**src/rtl/dma_opseq_pkg.sv**
```systemverilog
package dma_opseq_pkg;

    typedef enum logic [1:0] {
        OPSZ_BYTE = 2'd0,
        OPSZ_WORD = 2'd1,
        OPSZ_LONG = 2'd2,
        OPSZ_LNG2 = 2'd3
    } opsz_e;

    typedef enum logic [1:0] {
        CNT_HOLD  = 2'd0,
        CNT_INC   = 2'd1,
        CNT_DEC   = 2'd2,
        CNT_HOLD2 = 2'd3
    } cnt_mode_e;

    typedef enum logic [1:0] {
        ST_IDLE = 2'd0,
        ST_MEM  = 2'd1,
        ST_DEV  = 2'd2
    } seq_state_e;

    typedef struct packed {
        logic      dual;
        logic      port16;
        opsz_e     opsz;
        cnt_mode_e mem_mode;
        cnt_mode_e dev_mode;
    } seq_cfg_t;

    // Bytes carried by one operand.
    function automatic logic [2:0] op_bytes(opsz_e s);
        case (s)
            OPSZ_BYTE: return 3'd1;
            OPSZ_WORD: return 3'd2;
            default:   return 3'd4;
        endcase
    endfunction

    // Bus cycles needed per operand in one phase.
    function automatic logic [2:0] part_count(logic port16, opsz_e s);
        logic [2:0] b;
        b = op_bytes(s);
        if (port16 && b > 3'd1) return b >> 1;
        return b;
    endfunction

    // Single-address mode needs port width equal to operand size.
    function automatic logic size_match(logic port16, opsz_e s);
        return port16 ? (s == OPSZ_WORD) : (s == OPSZ_BYTE);
    endfunction

endpackage

```
**src/rtl/dma_addr_step.sv**
```systemverilog
module dma_addr_step
    import dma_opseq_pkg::*;
#(
    parameter int AW = 32
) (
    input  logic [AW-1:0] addr_i,
    input  cnt_mode_e     mode_i,
    input  logic [2:0]    nbytes_i,
    output logic [AW-1:0] addr_o
);
    logic [AW-1:0] step;

    always_comb begin
        step = AW'(nbytes_i);
        case (mode_i)
            CNT_INC: addr_o = addr_i + step;
            CNT_DEC: addr_o = addr_i - step;
            default: addr_o = addr_i;
        endcase
    end
endmodule

```
**src/rtl/dma_part_ctr.sv**
```systemverilog
module dma_part_ctr #(
    parameter int MAX_PARTS = 4
) (
    input  logic                       clk,
    input  logic                       rst,
    input  logic                       clr_i,
    input  logic                       adv_i,
    input  logic [$clog2(MAX_PARTS):0] nparts_i,
    output logic [$clog2(MAX_PARTS)-1:0] idx_o,
    output logic                       last_o
);
    localparam int IW = $clog2(MAX_PARTS);

    logic [IW-1:0] idx_q;

    assign last_o = ({1'b0, idx_q} == (nparts_i - (IW+1)'(1)));
    assign idx_o  = idx_q;

    always_ff @(posedge clk) begin
        if (rst || clr_i) begin
            idx_q <= '0;
        end else if (adv_i) begin
            idx_q <= last_o ? '0 : idx_q + IW'(1);
        end
    end
endmodule

```
**src/rtl/dma_opseq.sv**
```systemverilog
module dma_opseq
    import dma_opseq_pkg::*;
#(
    parameter int AW = 32,
    parameter int CW = 16
) (
    input  logic          clk,
    input  logic          rst,
    input  logic          start,
    input  logic          cfg_dual,
    input  logic          cfg_port16,
    input  logic [1:0]    cfg_opsz,
    input  logic [1:0]    cfg_mem_mode,
    input  logic [1:0]    cfg_dev_mode,
    input  logic [AW-1:0] init_mem_addr,
    input  logic [AW-1:0] init_dev_addr,
    input  logic [CW-1:0] init_count,
    input  logic          bus_ack,
    output logic          bus_req,
    output logic [AW-1:0] bus_addr,
    output logic [1:0]    bus_be,
    output logic          bus_dev,
    output logic          busy,
    output logic          done,
    output logic          cfg_err,
    output logic [AW-1:0] mem_addr,
    output logic [AW-1:0] dev_addr,
    output logic [CW-1:0] xfer_left
);
    localparam int MAX_PARTS = 4;
    localparam int IW        = $clog2(MAX_PARTS);

    seq_state_e    state_q;
    seq_cfg_t      cfg_q, cfg_in;
    logic [AW-1:0] mem_q, dev_q, mem_next, dev_next, base;
    logic [CW-1:0] cnt_q;
    logic          done_q, err_q;

    logic [IW:0]   nparts;
    logic [2:0]    nbytes;
    logic [IW-1:0] part_idx;
    logic          part_last;
    logic          xfer_ack, accept, op_end;

    assign cfg_in = '{dual: cfg_dual, port16: cfg_port16, opsz: opsz_e'(cfg_opsz),
                      mem_mode: cnt_mode_e'(cfg_mem_mode),
                      dev_mode: cnt_mode_e'(cfg_dev_mode)};

    always_comb begin
        nbytes   = op_bytes(cfg_q.opsz);
        nparts   = (IW+1)'(part_count(cfg_q.port16, cfg_q.opsz));
        busy     = (state_q != ST_IDLE);
        xfer_ack = busy && bus_ack;
        accept   = (state_q == ST_IDLE) && start &&
                   (cfg_in.dual || size_match(cfg_in.port16, cfg_in.opsz));
        op_end   = xfer_ack && part_last &&
                   ((state_q == ST_DEV) || !cfg_q.dual);
        base     = (state_q == ST_DEV) ? dev_q : mem_q;
    end

    dma_part_ctr #(.MAX_PARTS(MAX_PARTS)) u_part (
        .clk      (clk),
        .rst      (rst),
        .clr_i    (accept),
        .adv_i    (xfer_ack),
        .nparts_i (nparts),
        .idx_o    (part_idx),
        .last_o   (part_last)
    );

    dma_addr_step #(.AW(AW)) u_mem_step (
        .addr_i   (mem_q),
        .mode_i   (cfg_q.mem_mode),
        .nbytes_i (nbytes),
        .addr_o   (mem_next)
    );

    dma_addr_step #(.AW(AW)) u_dev_step (
        .addr_i   (dev_q),
        .mode_i   (cfg_q.dev_mode),
        .nbytes_i (nbytes),
        .addr_o   (dev_next)
    );

    always_ff @(posedge clk) begin
        if (rst) begin
            state_q <= ST_IDLE;
            cfg_q   <= '0;
            mem_q   <= '0;
            dev_q   <= '0;
            cnt_q   <= '0;
            done_q  <= 1'b0;
            err_q   <= 1'b0;
        end else begin
            done_q <= 1'b0;
            case (state_q)
                ST_IDLE: begin
                    if (start && !accept) begin
                        err_q <= 1'b1;
                    end else if (accept) begin
                        err_q <= 1'b0;
                        cfg_q <= cfg_in;
                        mem_q <= init_mem_addr;
                        dev_q <= init_dev_addr;
                        cnt_q <= init_count;
                        if (init_count == '0) done_q  <= 1'b1;
                        else                  state_q <= ST_MEM;
                    end
                end
                ST_MEM: begin
                    if (xfer_ack && part_last && cfg_q.dual) state_q <= ST_DEV;
                end
                ST_DEV: begin
                    if (xfer_ack && part_last) state_q <= ST_MEM;
                end
                default: state_q <= ST_IDLE;
            endcase

            if (op_end) begin
                mem_q <= mem_next;
                if (cfg_q.dual) dev_q <= dev_next;
                cnt_q <= cnt_q - CW'(1);
                if (cnt_q == CW'(1)) begin
                    state_q <= ST_IDLE;
                    done_q  <= 1'b1;
                end
            end
        end
    end

    always_comb begin
        bus_req  = busy;
        bus_addr = base + AW'({part_idx, 1'b0});
        bus_dev  = (state_q == ST_DEV);
        if (cfg_q.port16 && nbytes > 3'd1) bus_be = 2'b11;
        else                               bus_be = bus_addr[0] ? 2'b10 : 2'b01;
    end

    assign done      = done_q;
    assign cfg_err   = err_q;
    assign mem_addr  = mem_q;
    assign dev_addr  = dev_q;
    assign xfer_left = cnt_q;
endmodule

```
**config.mk**
```make
export PLATFORM = sky130hd
export DESIGN_NAME = dma_opseq
export DESIGN_NICKNAME = d
export VERILOG_FILES = /design/src/rtl/dma_opseq_pkg.sv /design/src/rtl/dma_addr_step.sv /design/src/rtl/dma_part_ctr.sv /design/src/rtl/dma_opseq.sv
export SDC_FILE = /design/constraint.sdc
export NUM_CORES = 1
export LEC_CHECK = 0
export BUFFER_PORTS_ARGS = -buffer_cell sky130_fd_sc_hd__buf_4
export CAP_MARGIN = 20
export CORE_MARGIN = 10
export CORE_UTILIZATION = 38
export DETAILED_ROUTE_END_ITERATION = 12
export SYNTH_ARGS = -nofsm -noshare
export SYNTH_HDL_FRONTEND = slang
export SYNTH_SLANG_ARGS = --single-unit
```
**constraint.sdc**
```tcl
create_clock -name clk -period 10.2 [get_ports clk]
set_input_delay 0.51 -clock clk [delete_from_list [all_inputs] [get_ports clk]]
set_output_delay 0.51 -clock clk [all_outputs]
set_load 0.02 [all_outputs]
```
## Yosys cells after proc, flatten, opt, wreduce, memory -nomap -nowiden

Cells that the tools add are included.

- Memories kept: 0
- Flip-flop bits (word level): 94
- Input bits: 92
- Memory bits (read-only): 0
- RAM bits: 0
- Latch bits: 0
- Word-level logic and storage cells: 100

- Eq/ne operators: 13
- Add/subtract/negate cells: 8
- Divide/modulo/power cells: 0
- Reduce and logical (&&, ||, !) cells: 25
- Multipliers: 0
- $lt $le $gt $ge: 1
- Multiplexer cells: 40
- Bitwise operators: 1
- Shifts and indexed selects: 0

Operator list:

| cell | count |
|---|---|
| 32-bit 2-to-1 mux | 10 |
| 32-bit case mux with 2 select lines | 2 |
| 32-bit by 3-bit adder with 32-bit output | 3 |
| 16-bit 2-to-1 mux | 4 |
| 32-bit by 3-bit subtractor with 32-bit output | 2 |
| 2-bit 2-to-1 mux | 10 |
| 16-bit by 1-bit equality test with 1-bit output (second input constant) | 1 |
| 16-bit zero test | 1 |
| 16-bit by 1-bit subtractor with 16-bit output (second input constant) | 1 |
| 2-bit by 1-bit equality test with 1-bit output (second input constant) | 5 |
| 1-bit 2-to-1 mux | 10 |
| 1-bit logical AND | 8 |
| 2-bit nonzero test | 4 |
| 2-bit equality test (second input constant) | 3 |
| 2-bit zero test | 3 |
| 3-bit 2-to-1 mux | 2 |
| 2-bit case mux with 3 select lines | 1 |
| 3-bit case mux with 2 select lines | 1 |
| 3-bit AND reduction | 2 |
| 4-bit by 2-bit inequality test with 1-bit output (second input constant) | 1 |
| 4-bit AND reduction | 1 |
| 2-bit by 3-bit equality test with 1-bit output | 1 |
| 3-bit by 1-bit greater-than comparator with 1-bit output (second input constant) | 1 |
| 1-bit logical OR | 3 |
| 7 further kinds | 8 |

## Depth between registers and ports, before layout

Gate-level depths: netlist of the first run.

- Depth after elaboration: 14
- Mapped depth: 17
- Depth with buffers taken out: 16

## By module

A second synthesis of the first run with hierarchy kept.

- Cell total of the unflattened synthesis: 1,366
- Area total of the unflattened synthesis: 9,857.0 sq um

Modules (own cells, without submodules):

| module | times used | area an instance (sq um) | seq. area each (sq um) | cells an instance |
|---|---|---|---|---|
| dma_opseq | 1 | 5,331.4 | 1,841.8 | 698 |
| dma_addr_step (u_mem_step) | 1 | 2,222.1 | 0.0 | 333 |
| dma_addr_step (u_dev_step) | 1 | 2,142.1 | 0.0 | 314 |
| dma_part_ctr | 1 | 161.4 | 40.0 | 21 |

## Least setup slack after synthesis of the first run

OpenSTA, ideal clock, no wires.

- Path kind: reg2out
- Start: register state_q[0]
- End: output port bus_addr[21]
- Data required time: 9.690 ns
- Stages on the path, launching flop included: 17
- Buffers on the path: 4
- Setup slack: 6.237 ns
- Arrival time: 3.453 ns
- Cells stage by stage: dfxtp_1 -> nand2b_1 -> buf_6 -> buf_2 -> buf_2 -> buf_1 -> nand2_1 -> nand2_1 -> ha_1 -> fa_1 -> nor4b_4 -> nand3_2 -> or2_4 -> nor2_4 -> nand2_1 -> xor2_1 -> mux2i_1

- Word-level cells in the longest chain between the ends: 3

RTL lines:

| what | line | RTL |
|---|---|---|
| from (decl) | dma_opseq.sv:33 | `seq_state_e state_q;` |
| from (signal assigned) | dma_opseq.sv:87 | `state_q <= ST_IDLE;` |
| from (signal assigned) | dma_opseq.sv:107 | `else state_q <= ST_MEM;` |
| from (signal assigned) | dma_opseq.sv:111 | `if (xfer_ack && part_last && cfg_q.dual) state_q <= ST_DEV;` |
| 2-bit equality test | dma_opseq.sv:58 | `base = (state_q == ST_DEV) ? dev_q : mem_q;` |
| 32-bit 2-to-1 mux | dma_opseq.sv:58 |  |
| 32-bit by 3-bit adder with 32-bit output | dma_opseq.sv:133 | `bus_addr = base + AW'({part_idx, 1'b0});` |
| to (decl) | dma_opseq.sv:20 | `output logic [AW-1:0] bus_addr,` |

Every way passes these cells.

## Worst setup path after layout of the first run

- Start: register cfg_q[2] in the netlist's numbering
- End: register mem_q[28] (netlist: mem_addr[28])

- Word-level cells in the longest chain between the ends: 3

RTL lines:

| what | line | RTL |
|---|---|---|
| from (decl) | dma_opseq.sv:34 | `seq_cfg_t cfg_q, cfg_in;` |
| from (signal assigned) | dma_opseq.sv:102 | `cfg_q <= cfg_in;` |
| 2-bit by 1-bit equality test with 1-bit output / 2-bit equality test (equally long branches) | dma_addr_step.sv:15 | `case (mode_i)` |
| 3-bit by 1-bit inequality test with 1-bit output (no line) / 32-bit case mux with 2 select lines (equally long branches) | -- |  |
| 4-bit AND reduction (no line) / 32-bit 2-to-1 mux (equally long branches) | -- |  |
| to (signal assigned) | dma_opseq.sv:103 | `mem_q <= init_mem_addr;` |
| to (signal assigned) | dma_opseq.sv:120 | `mem_q <= mem_next;` |
| to (decl) | dma_opseq.sv:35 | `logic [AW-1:0] mem_q, dev_q, mem_next, dev_next, base;` |

Several ways; a longest one is shown, not always the timed one.
A chain may end at the register's enable or synchronous reset.

==> flow_summary.ini, run 1 <==
[pwr]
p_switching_uw = 547.9
p_per_area_mw_per_mm2 = 124.5
p_leak_uw = 0.005049
ir_worst_vdd_mv = 0.08800
p_int_uw = 819.3
clkPwrFrac_pct = 26.3
p_sw_share_pct = 40.07
combPwrFrac_pct = 39.2
seq_power_share_pct = 34.5

[synth]
yosysSeqAreaShare_pct = 21.20
synth-adder-area-share_pct = 10.68
syn_nets = 1343
syn_area_mm2 = 0.008879
synth_top_family_by_area = compound AO/OA/AOI/OAI gates
synth-compound-area-share_pct = 26.73
synth_seq_cells = 94
synth-simple-area-share_pct = 24.46
synthCells = 1177
yosysUniqueCellTypes = 87
synthXorXnorAreaFrac_pct = 8.286
synthMuxAreaShare_pct = 4.566
synth-edff-count = 0
syn_area_per_cell_um2 = 7.543
ys_async_sr_fraction_pct = 0
yosys_warnings = 0
synth_flop_cell = dfxtp_1

[finish]
area_growth_pct = 23.67
nets = 1517
fin_util_pct = 48.06
final_layout_size_suffix_gt1_share_pct = 20.50
final_cell_mix = buf_4, nor2_1, nand2_1, a21oi_1, dfxtp_1
final_common_cell = buf_4
num-fill-cells = 2365
antennaDiodeCount = 0

[grt]
grt_overflow_total = 0
grt_max_degree = 62
grt.total_usage_pct = 20.41
antenna_found_initial = 0
grt_pass1_vias = 9177
grt_pass1_wl_um = 50430

[critical_path]
r2r_start = cfg_q[2]
r2r_end = mem_addr[28]
crit_chain = nand2b_1 > inv_1 > ha_1 > nand2_1 > o21ai_0 > a21oi_1 > a2111oi_0 > o21ai_0 > a21oi_1 > xor2_1 > nand2_1 > a311oi_1
cp_top_family = compound AO/OA/AOI/OAI gates
cp.arrival_ps = 4790
reg2reg_depth = 12
required_ps = 10470
reg2reg_slack_ps = 5680
crit_buf_inv = 1
cpMaxStageDelayCell = a2111oi_0
critPathCaptureType = flip-flop
max_stage_delay_ps = 860
startpoint_type = flip-flop
cp_max_fo = 28
worstSetupPathType = reg -> reg

[timing]
fin_crit_sh_pct = 44.27
hold_viol = 0
finalSetupViolations = 0
clock.fmax_mhz = 221.5
max_slew.worst_pin.slew_ps = 1006
rsz0062_at_grt = false
fin_skew_ps = 9.481
slew_headroom_pct = 32.84
setup_tns_ps = 0
finalMaxSlewViolations = 0
period_minus_slack_ps = 4515

[min_path]
hold_depth = 3
hold_end = cfg_q[0]
hp-class = in -> reg
worstHoldStart = cfg_dev_mode[0]

[route]
viasPerCell = 5.614
vias = 9370
drt_iter0_drc = 823
firstDrtPassIters = 5
wl_per_cell_um = 19.16
totalWireLength_um = 31980
ant_nets = 0
drc = 0

[cts]
path_clk_slew_ps = 80
cts_tree = done
postCtsHoldBufs = 0
clock_sinks = 94
clock_latency_ps = 360
cts.htree.levels = 3
cts_setup_buffers = 0
cts_buffers = 9
post_cts_resized = 0
clockBufferDepth = 2
root_buffer = clkbuf_16

[floorplan]
core_area_mm2 = 0.02285
die_w_um = 172.9
initial_utilization_pct = 38.86
rows = 55
chipHeight_um = 172.9
io_pins = 211
die_area_mm2 = 0.02988

[placed_design]
gp_congestion = 0.9159
portBuffers = 210
dp.final_hpwl_um = 24700

[outcome]
outcome = completed

[flow_run]
maxCapViolCount = 0
sequential cells by signal, summed over array words and instances (netlist names):
signal,cells
dev_addr,32
u_part.idx_o,2
cfg_err,1
state_q,2
xfer_left,16
cfg_q,8
mem_addr,32
done,1
power groups by stage:
stage | logic [uW] | registers, uW | clock network [uW]
after floorplan | 315 | 491 | 0
after global placement | 531 | 479 | 0
after detailed placement | 535 | 479 | 0
after CTS | 538 | 471 | 366
after global routing | 587 | 479 | 377
final | 536 | 472 | 359
per-layer routing:
| layer | global-route usage [%] | wire length, um | up-vias |
|---|---|---|---|
| li1 | - | - | 4669 |
| met1 | 26.39 | 14670 | 4396 |
| met2 | 34.05 | 14900 | 268 |
| met3 | 3.224 | 1694 | 37 |
| met4 | 6.324 | 715 | 0 |
| met5 | 0 | 0 | - |
per-stage QoR:
stage / total power, uW / setup WS, ps / cells / area, um^2 / hold slack (ps)
after floorplan: 806.5 / 6237 / 1177 / 8879 / 436.3
after global placement: 1010 / 5855 / 1653 / 10680 / 448.3
after detailed placement: 1014 / 5740 / 1653 / 10680 / 454.0
after CTS: 1375 / 5712 / 1669 / 10980 / 393.9
after global routing: 1443 / 5338 / 1669 / 10980 / 405.6
final: 1367 / 5685 / 1669 / 10980 / 400.7
cell type report:
cell class / instances / area [um^2] / area share (%)
Multi-Input combinational cell: 1000 / 6650 / 60.56
Sequential cell: 94 / 1882 / 17.14
Timing Repair Buffer: 221 / 1659 / 15.11
Tap cell: 313 / 391.6 / 3.567
Clock buffer: 9 / 225.2 / 2.051
Inverter: 25 / 98.84 / 0.9002
Clock inverter: 7 / 73.82 / 0.6723
Yosys cell counts, types with 13 or more instances:
cell        n  share of area, %
a21o_1     41               3.5
inv_1      24               1.0
nand2_1   140               5.9
a31oi_1    20               1.4
a21oi_1   103               5.8
dfxtp_1    94                21
ha_1       71                10
xor2_1     36               3.6
nor2b_1    13              0.92
xnor2_1    48               4.7
nor3_1     20               1.1
nand2b_1   18               1.3
o21ai_0    45               2.5
a311oi_1   22               2.2
mux2i_1    38               4.3
clkbuf_1   37               1.6
nor2_1    142               6.0
nand3_1    42               2.4
a211oi_1   19               1.6
cells by family (layout without fill, tap and decap cells):
logic type               Yosys count  after routing
XOR/XNOR                          84             84
AO/OA/AOI/OAI                    349            349
buffers and inverters             83            262
flip-flops                        94             94
AND/OR/NAND/NOR                  453            453
adder cells (fa/ha/maj)           74             74
multiplexers                      40             40
tightest hold or removal path: cells and delay by family:
kind | cells | cell delay [ps]
buffers and inverters | 1 | 110
and+or+nand+nor | 1 | 50
AOI/OAI and AO/OA | 1 | 50
worst max path at each step:
stage	from	endpoint	slack [ps]	cells after the start
6_report	cfg_q[2]	mem_addr[28]	5680	12
5_1_grt	cfg_q[2]	mem_addr[28]	5340	12
4_1_cts	cfg_q[2]	mem_addr[28]	5710	12
3_5_place_dp	cfg_q[2]	mem_addr[28]	5740	12
3_3_place_gp	cfg_q[2]	mem_addr[28]	5850	12
2_1_floorplan	state_q[0]	bus_addr[21]	6240	16
No activity file was read; power rests on OpenSTA's default activity.
==> run 2: changes to the inputs <==
Clock period 10.2 ns to 3.7 ns, I/O delays scaled along.
==> run 2 against run 1 <==
Fmax grew 29%. Via count grew 1.6%. Critical path type unchanged. Largest power group unchanged. Sequential power grew to 2.7 times the previous value. Clock-buffer cell count grew 2. Critical endpoint is now mem_addr[22]. Largest cell class unchanged. Register-to-register slack lost 5500 ps.
==> flow_summary.ini, run 2 (synthesis results as in run 1) <==
[grt]
grt.total_usage_pct = 20.78
grt_util_met2_pct = 35.36
use_met3_pct = 3.137
grt_overflow_total = 0
grt_pass1_wl_um = 51140
grt_pass1_vias = 9269
grt_max_degree = 72
antenna_found_initial = 0
use_met1_pct = 26.75
top_usage_layer = met2

[finish]
nets = 1548
final_cells = 1700
num-fill-cells = 2344
area_growth_pct = 27.85
final_layout_size_suffix_gt1_share_pct = 23.29
antennaDiodeCount = 0
multi_input_area_mm2 = 0.006724
regArea_mm2 = 0.001882
final_cell_mix = buf_4, nor2_1, nand2_1, a21oi_1, dfxtp_1
final_common_cell = buf_4

[timing]
max_slew.worst_pin.slew_ps = 850.9
layout_setup_ws_ps = 198.1
fin_skew_ps = 13.49
fin_crit_sh_pct = 94.65
finalMaxSlewViolations = 0
hold_viol = 0
setup_tns_ps = 0
slew_headroom_pct = 43.27
finalSetupViolations = 0
period_minus_slack_ps = 3502
clock.fmax_mhz = 285.6

[floorplan]
die_w_um = 172.9
chipHeight_um = 172.9
rows = 55
core_area_mm2 = 0.02285
initial_utilization_pct = 38.86
die_area_mm2 = 0.02988
io_pins = 211

[critical_path]
cp_common_cell = a21o_1
critPathCaptureType = flip-flop
cp_max_fo = 5
required_ps = 3940
crit_chain = nor2b_4 > inv_1 > ha_1 > mux2i_2 > fa_1 > a21oi_2 > o211ai_1 > nand3_1 > a2111oi_2 > buf_4 > or2_2 > a21o_1 > a21o_1 > a221oi_1 > a211oi_1
cpMaxStageDelayCell = fa_1
cp.arrival_ps = 3740
cp_top_family = compound AO/OA/AOI/OAI gates
startpoint_type = flip-flop
max_stage_delay_ps = 460
worstSetupPathType = reg -> reg
crit_buf_inv = 2

[flow_run]
maxCapViolCount = 0

[placed_design]
dp_cells = 1682
dp.final_hpwl_um = 25440
gp_congestion = 0.9343
place_ws_ps = 127.3
portBuffers = 210

[route]
ant_nets = 0
vias = 9523
viasPerCell = 5.602
drc = 0
firstDrtPassIters = 5
totalWireLength_um = 32700
wl_per_cell_um = 19.23
drt_iter0_drc = 624

[cts]
root_buffer = clkbuf_16
clock_sinks = 94
cts.htree.levels = 3
cts_buffers = 9
clock_latency_ps = 370
clockBufferDepth = 2
cts_tree = done
path_clk_slew_ps = 70
postCtsHoldBufs = 0

[outcome]
outcome = completed

[pwr]
total_power_uw = 3861
ir_worst_vdd_mv = 0.1859
p_leak_uw = 0.005237
p_per_area_mw_per_mm2 = 340.2

[min_path]
hp-class = in -> reg
==> run 2: path summary, 6_finish.rpt <==
check | startpoint | endpoint | slack (ps) | depth (start not counted)
max | cfg_q[4] | mem_addr[22] | 200 | 15
min | init_dev_addr[3] | dev_addr[3] | 70 | 3
max reg2reg | cfg_q[4] | mem_addr[22] | 200 | 15
min reg2reg | cfg_q[0] | cfg_q[0] | 460 | 2
==> run 2: through the flow <==
stage | hold WS [ps] | util, % | instance area (um^2)
after floorplan | 321.0 | - | 8879
after global placement | 432.2 | 47.87 | 10940
after detailed placement | 436.1 | 47.87 | 10940
after CTS | 64.22 | 49.22 | 11250
after global routing | 60.31 | 49.68 | 11350
final | 66.50 | 49.68 | 11350
==> run 2: cell type report <==
cell class	instances	share of cell area (%)
timing repair buffer	252	17.11
multi-input combinational	1000	59.24
sequential	94	16.58
clock inverter	5	0.4960
tap	313	3.450
inverter	25	0.9039
clock buffer	11	2.227
==> run 2: routing by layer <==
metal  vias to the layer above  part of all wire (%)
met4                         0                   2.0
li1                       4736                     -
met3                        38                   4.9
met2                       252                    47
met1                      4497                    46
met5                         -                     0
==> run 2: timing repair <==
action	in CTS	in global routing
hold endpoints to repair	0	0
endpoints found under the setup margin	0	28
gates resized for setup	0	18
setup buffers	0	2
==> run 2: where the power goes <==
part	switching [uW]	internal, uW
combinational	898	659
sequential	170	1110
clock	462	562
total	1530	2330
==> run 2: tightest hold or removal path, cell delays in order <==
cell,delay [ps]
buf_4,80
a221oi_1,60
nor2_1,80
==> run 3: changes to the inputs <==
Settings changed: CORE_UTILIZATION 38 to 50, PLACE_DENSITY set to 0.78.
==> run 3 against run 2 <==
Critical path depth decreased by 1. Largest power group unchanged. Wire length fell by 5.7%. Critical path type unchanged. Global-route usage is 3.8 points higher. Core utilization up 15 points. Non-clock buffer count shrank 1. Clock-buffer cell count shrank 2. First-iteration DRC count is 1.9% higher. Cell count fell by 5.2%. Fmax is 1.3% higher.
==> flow_summary.ini, run 3 (synthesis results as in run 1) <==
[outcome]
outcome = completed

[finish]
final_cell_mix = buf_4, nor2_1, nand2_1, a21oi_1, dfxtp_1
final_layout_size_suffix_gt1_share_pct = 23.03
num-fill-cells = 1564
nets = 1547
final_common_cell = buf_4
area_growth_pct = 25.90

[critical_path]
required_ps = 3950
startpoint_type = flip-flop
cp_max_fo = 5
critPathCaptureType = flip-flop
max_stage_delay_ps = 490
worstSetupPathType = reg -> reg
reg2reg_depth = 14
crit_path_start = cfg_q[4]
cp.arrival_ps = 3710
cpMaxStageDelayCell = or4b_1
cp_common_cell = ha_1
r2r_end = mem_addr[25]
crit_chain = nor2b_4 > inv_1 > ha_1 > mux2i_2 > ha_1 > nor2_1 > a211oi_2 > o21bai_1 > a211o_1 > nand2_1 > a31o_2 > a21oi_1 > or4b_1 > a311oi_1
cp_top_family = compound AO/OA/AOI/OAI gates
reg2reg_slack_ps = 240
crit_buf_inv = 1
r2r_start = cfg_q[4]

[timing]
rsz0062_at_grt = false
clock.fmax_mhz = 289.3
setup_tns_ps = 0
finalMaxSlewViolations = 0
slew_headroom_pct = 43.12
fin_skew_ps = 10.95
max_slew.worst_pin.slew_ps = 850.1
hold_ws_ps = 77.01
period_minus_slack_ps = 3457
fin_crit_sh_pct = 93.43
hold_viol = 0
finalSetupViolations = 0

[pwr]
ir_worst_vdd_mv = 0.2541
seq_power_share_pct = 33.2
clkPwrFrac_pct = 27.1
combPwrFrac_pct = 39.7
p_switching_uw = 1500
p_sw_share_pct = 38.95
p_per_area_mw_per_mm2 = 344.4
p_int_uw = 2350
p_leak_uw = 0.005221

[grt]
grt.total_usage_pct = 24.57
grt_pass1_wl_um = 48270
grt_pass1_vias = 9176
antenna_found_initial = 1
grt_max_degree = 67
grt_overflow_total = 0

[cts]
postCtsHoldBufs = 0
clock_sinks = 94
cts_tree = done
clockBufferDepth = 2
root_buffer = clkbuf_16
path_clk_slew_ps = 80
cts_buffers = 9
clock_latency_ps = 360
cts.htree.levels = 3

[min_path]
hold_depth = 3
hold_end = dev_addr[3]
worstHoldStart = init_dev_addr[3]
hp-class = in -> reg

[route]
drc = 0
ant_nets = 0
totalWireLength_um = 30850
viasPerCell = 6.024
firstDrtPassIters = 5
drt_iter0_drc = 636
vias = 9704
wl_per_cell_um = 19.15

[floorplan]
rows = 48
die_w_um = 153.3
core_area_mm2 = 0.01736
io_pins = 211
die_area_mm2 = 0.02349
chipHeight_um = 153.3
initial_utilization_pct = 51.15

[flow_run]
maxCapViolCount = 0

[placed_design]
dp.final_hpwl_um = 23810
portBuffers = 210
gp_congestion = 0.9472
[run 3: final cells by class]
cell class	instances	area (um^2)	share of cell area, %
diodes	1	2.502	0.02239
clock buffers	9	225.2	2.015
clock inverters	6	86.33	0.7723
inverters	25	98.84	0.8843
multi-input cells	1000	6704	59.97
flip-flops and latches	94	1883	16.85
well taps	225	281.5	2.518
repair buffers	251	1897	16.97
[run 3: metal layers]
metal,up-vias,global-route usage (%),part of all wire (%)
li1,4730,-,-
met3,80,4.068,6.1
met1,4565,30.86,42
met2,329,40.18,47
met5,-,0,0
met4,0,11.22,4.1
[run 3: worst max path at each step]
stage                     slack (ps)  depth (start not counted)            to
final                            240                         14  mem_addr[25]
after floorplan                   60                         16  bus_addr[21]
after detailed placement          90                         12  dev_addr[31]
after global routing               5                         14  dev_addr[30]
after CTS                         70                         14  mem_addr[25]
after global placement           230                         12  dev_addr[31]
[run 3: what timing repair did]
action                                  in CTS  in global routing
resized for setup                            0                 16
endpoints found under the setup margin       0                 22
setup buffers                                0                  5
[run 3: stage by stage]
stage | cells | util (%) | setup slack, ps | power (uW) | cell area [um^2]
floorplan | 1177 | - | 62.28 | 2223 | 8879
global placement | 1590 | 62.02 | 229.0 | 2781 | 10760
detailed placement | 1590 | 62.02 | 88.36 | 2805 | 10760
CTS | 1605 | 63.81 | 72.67 | 3836 | 11080
global route | 1611 | 64.40 | 4.914 | 4044 | 11180
finish | 1611 | 64.40 | 243.2 | 3850 | 11180
[run 3: tightest hold or removal path, stage by stage]
cell and delay, ps:
buf_4 80, a221oi_1 60, nor2_1 80
[run 3: power by group through the flow]
stage	Clock (uW)	Sequential [uW]	Combinational [uW]
6_report	1040	1280	1530
5_1_grt	1080	1300	1670
4_1_cts	1050	1270	1520
3_5_place_dp	0	1300	1510
3_3_place_gp	0	1290	1490
2_1_floorplan	0	1350	870
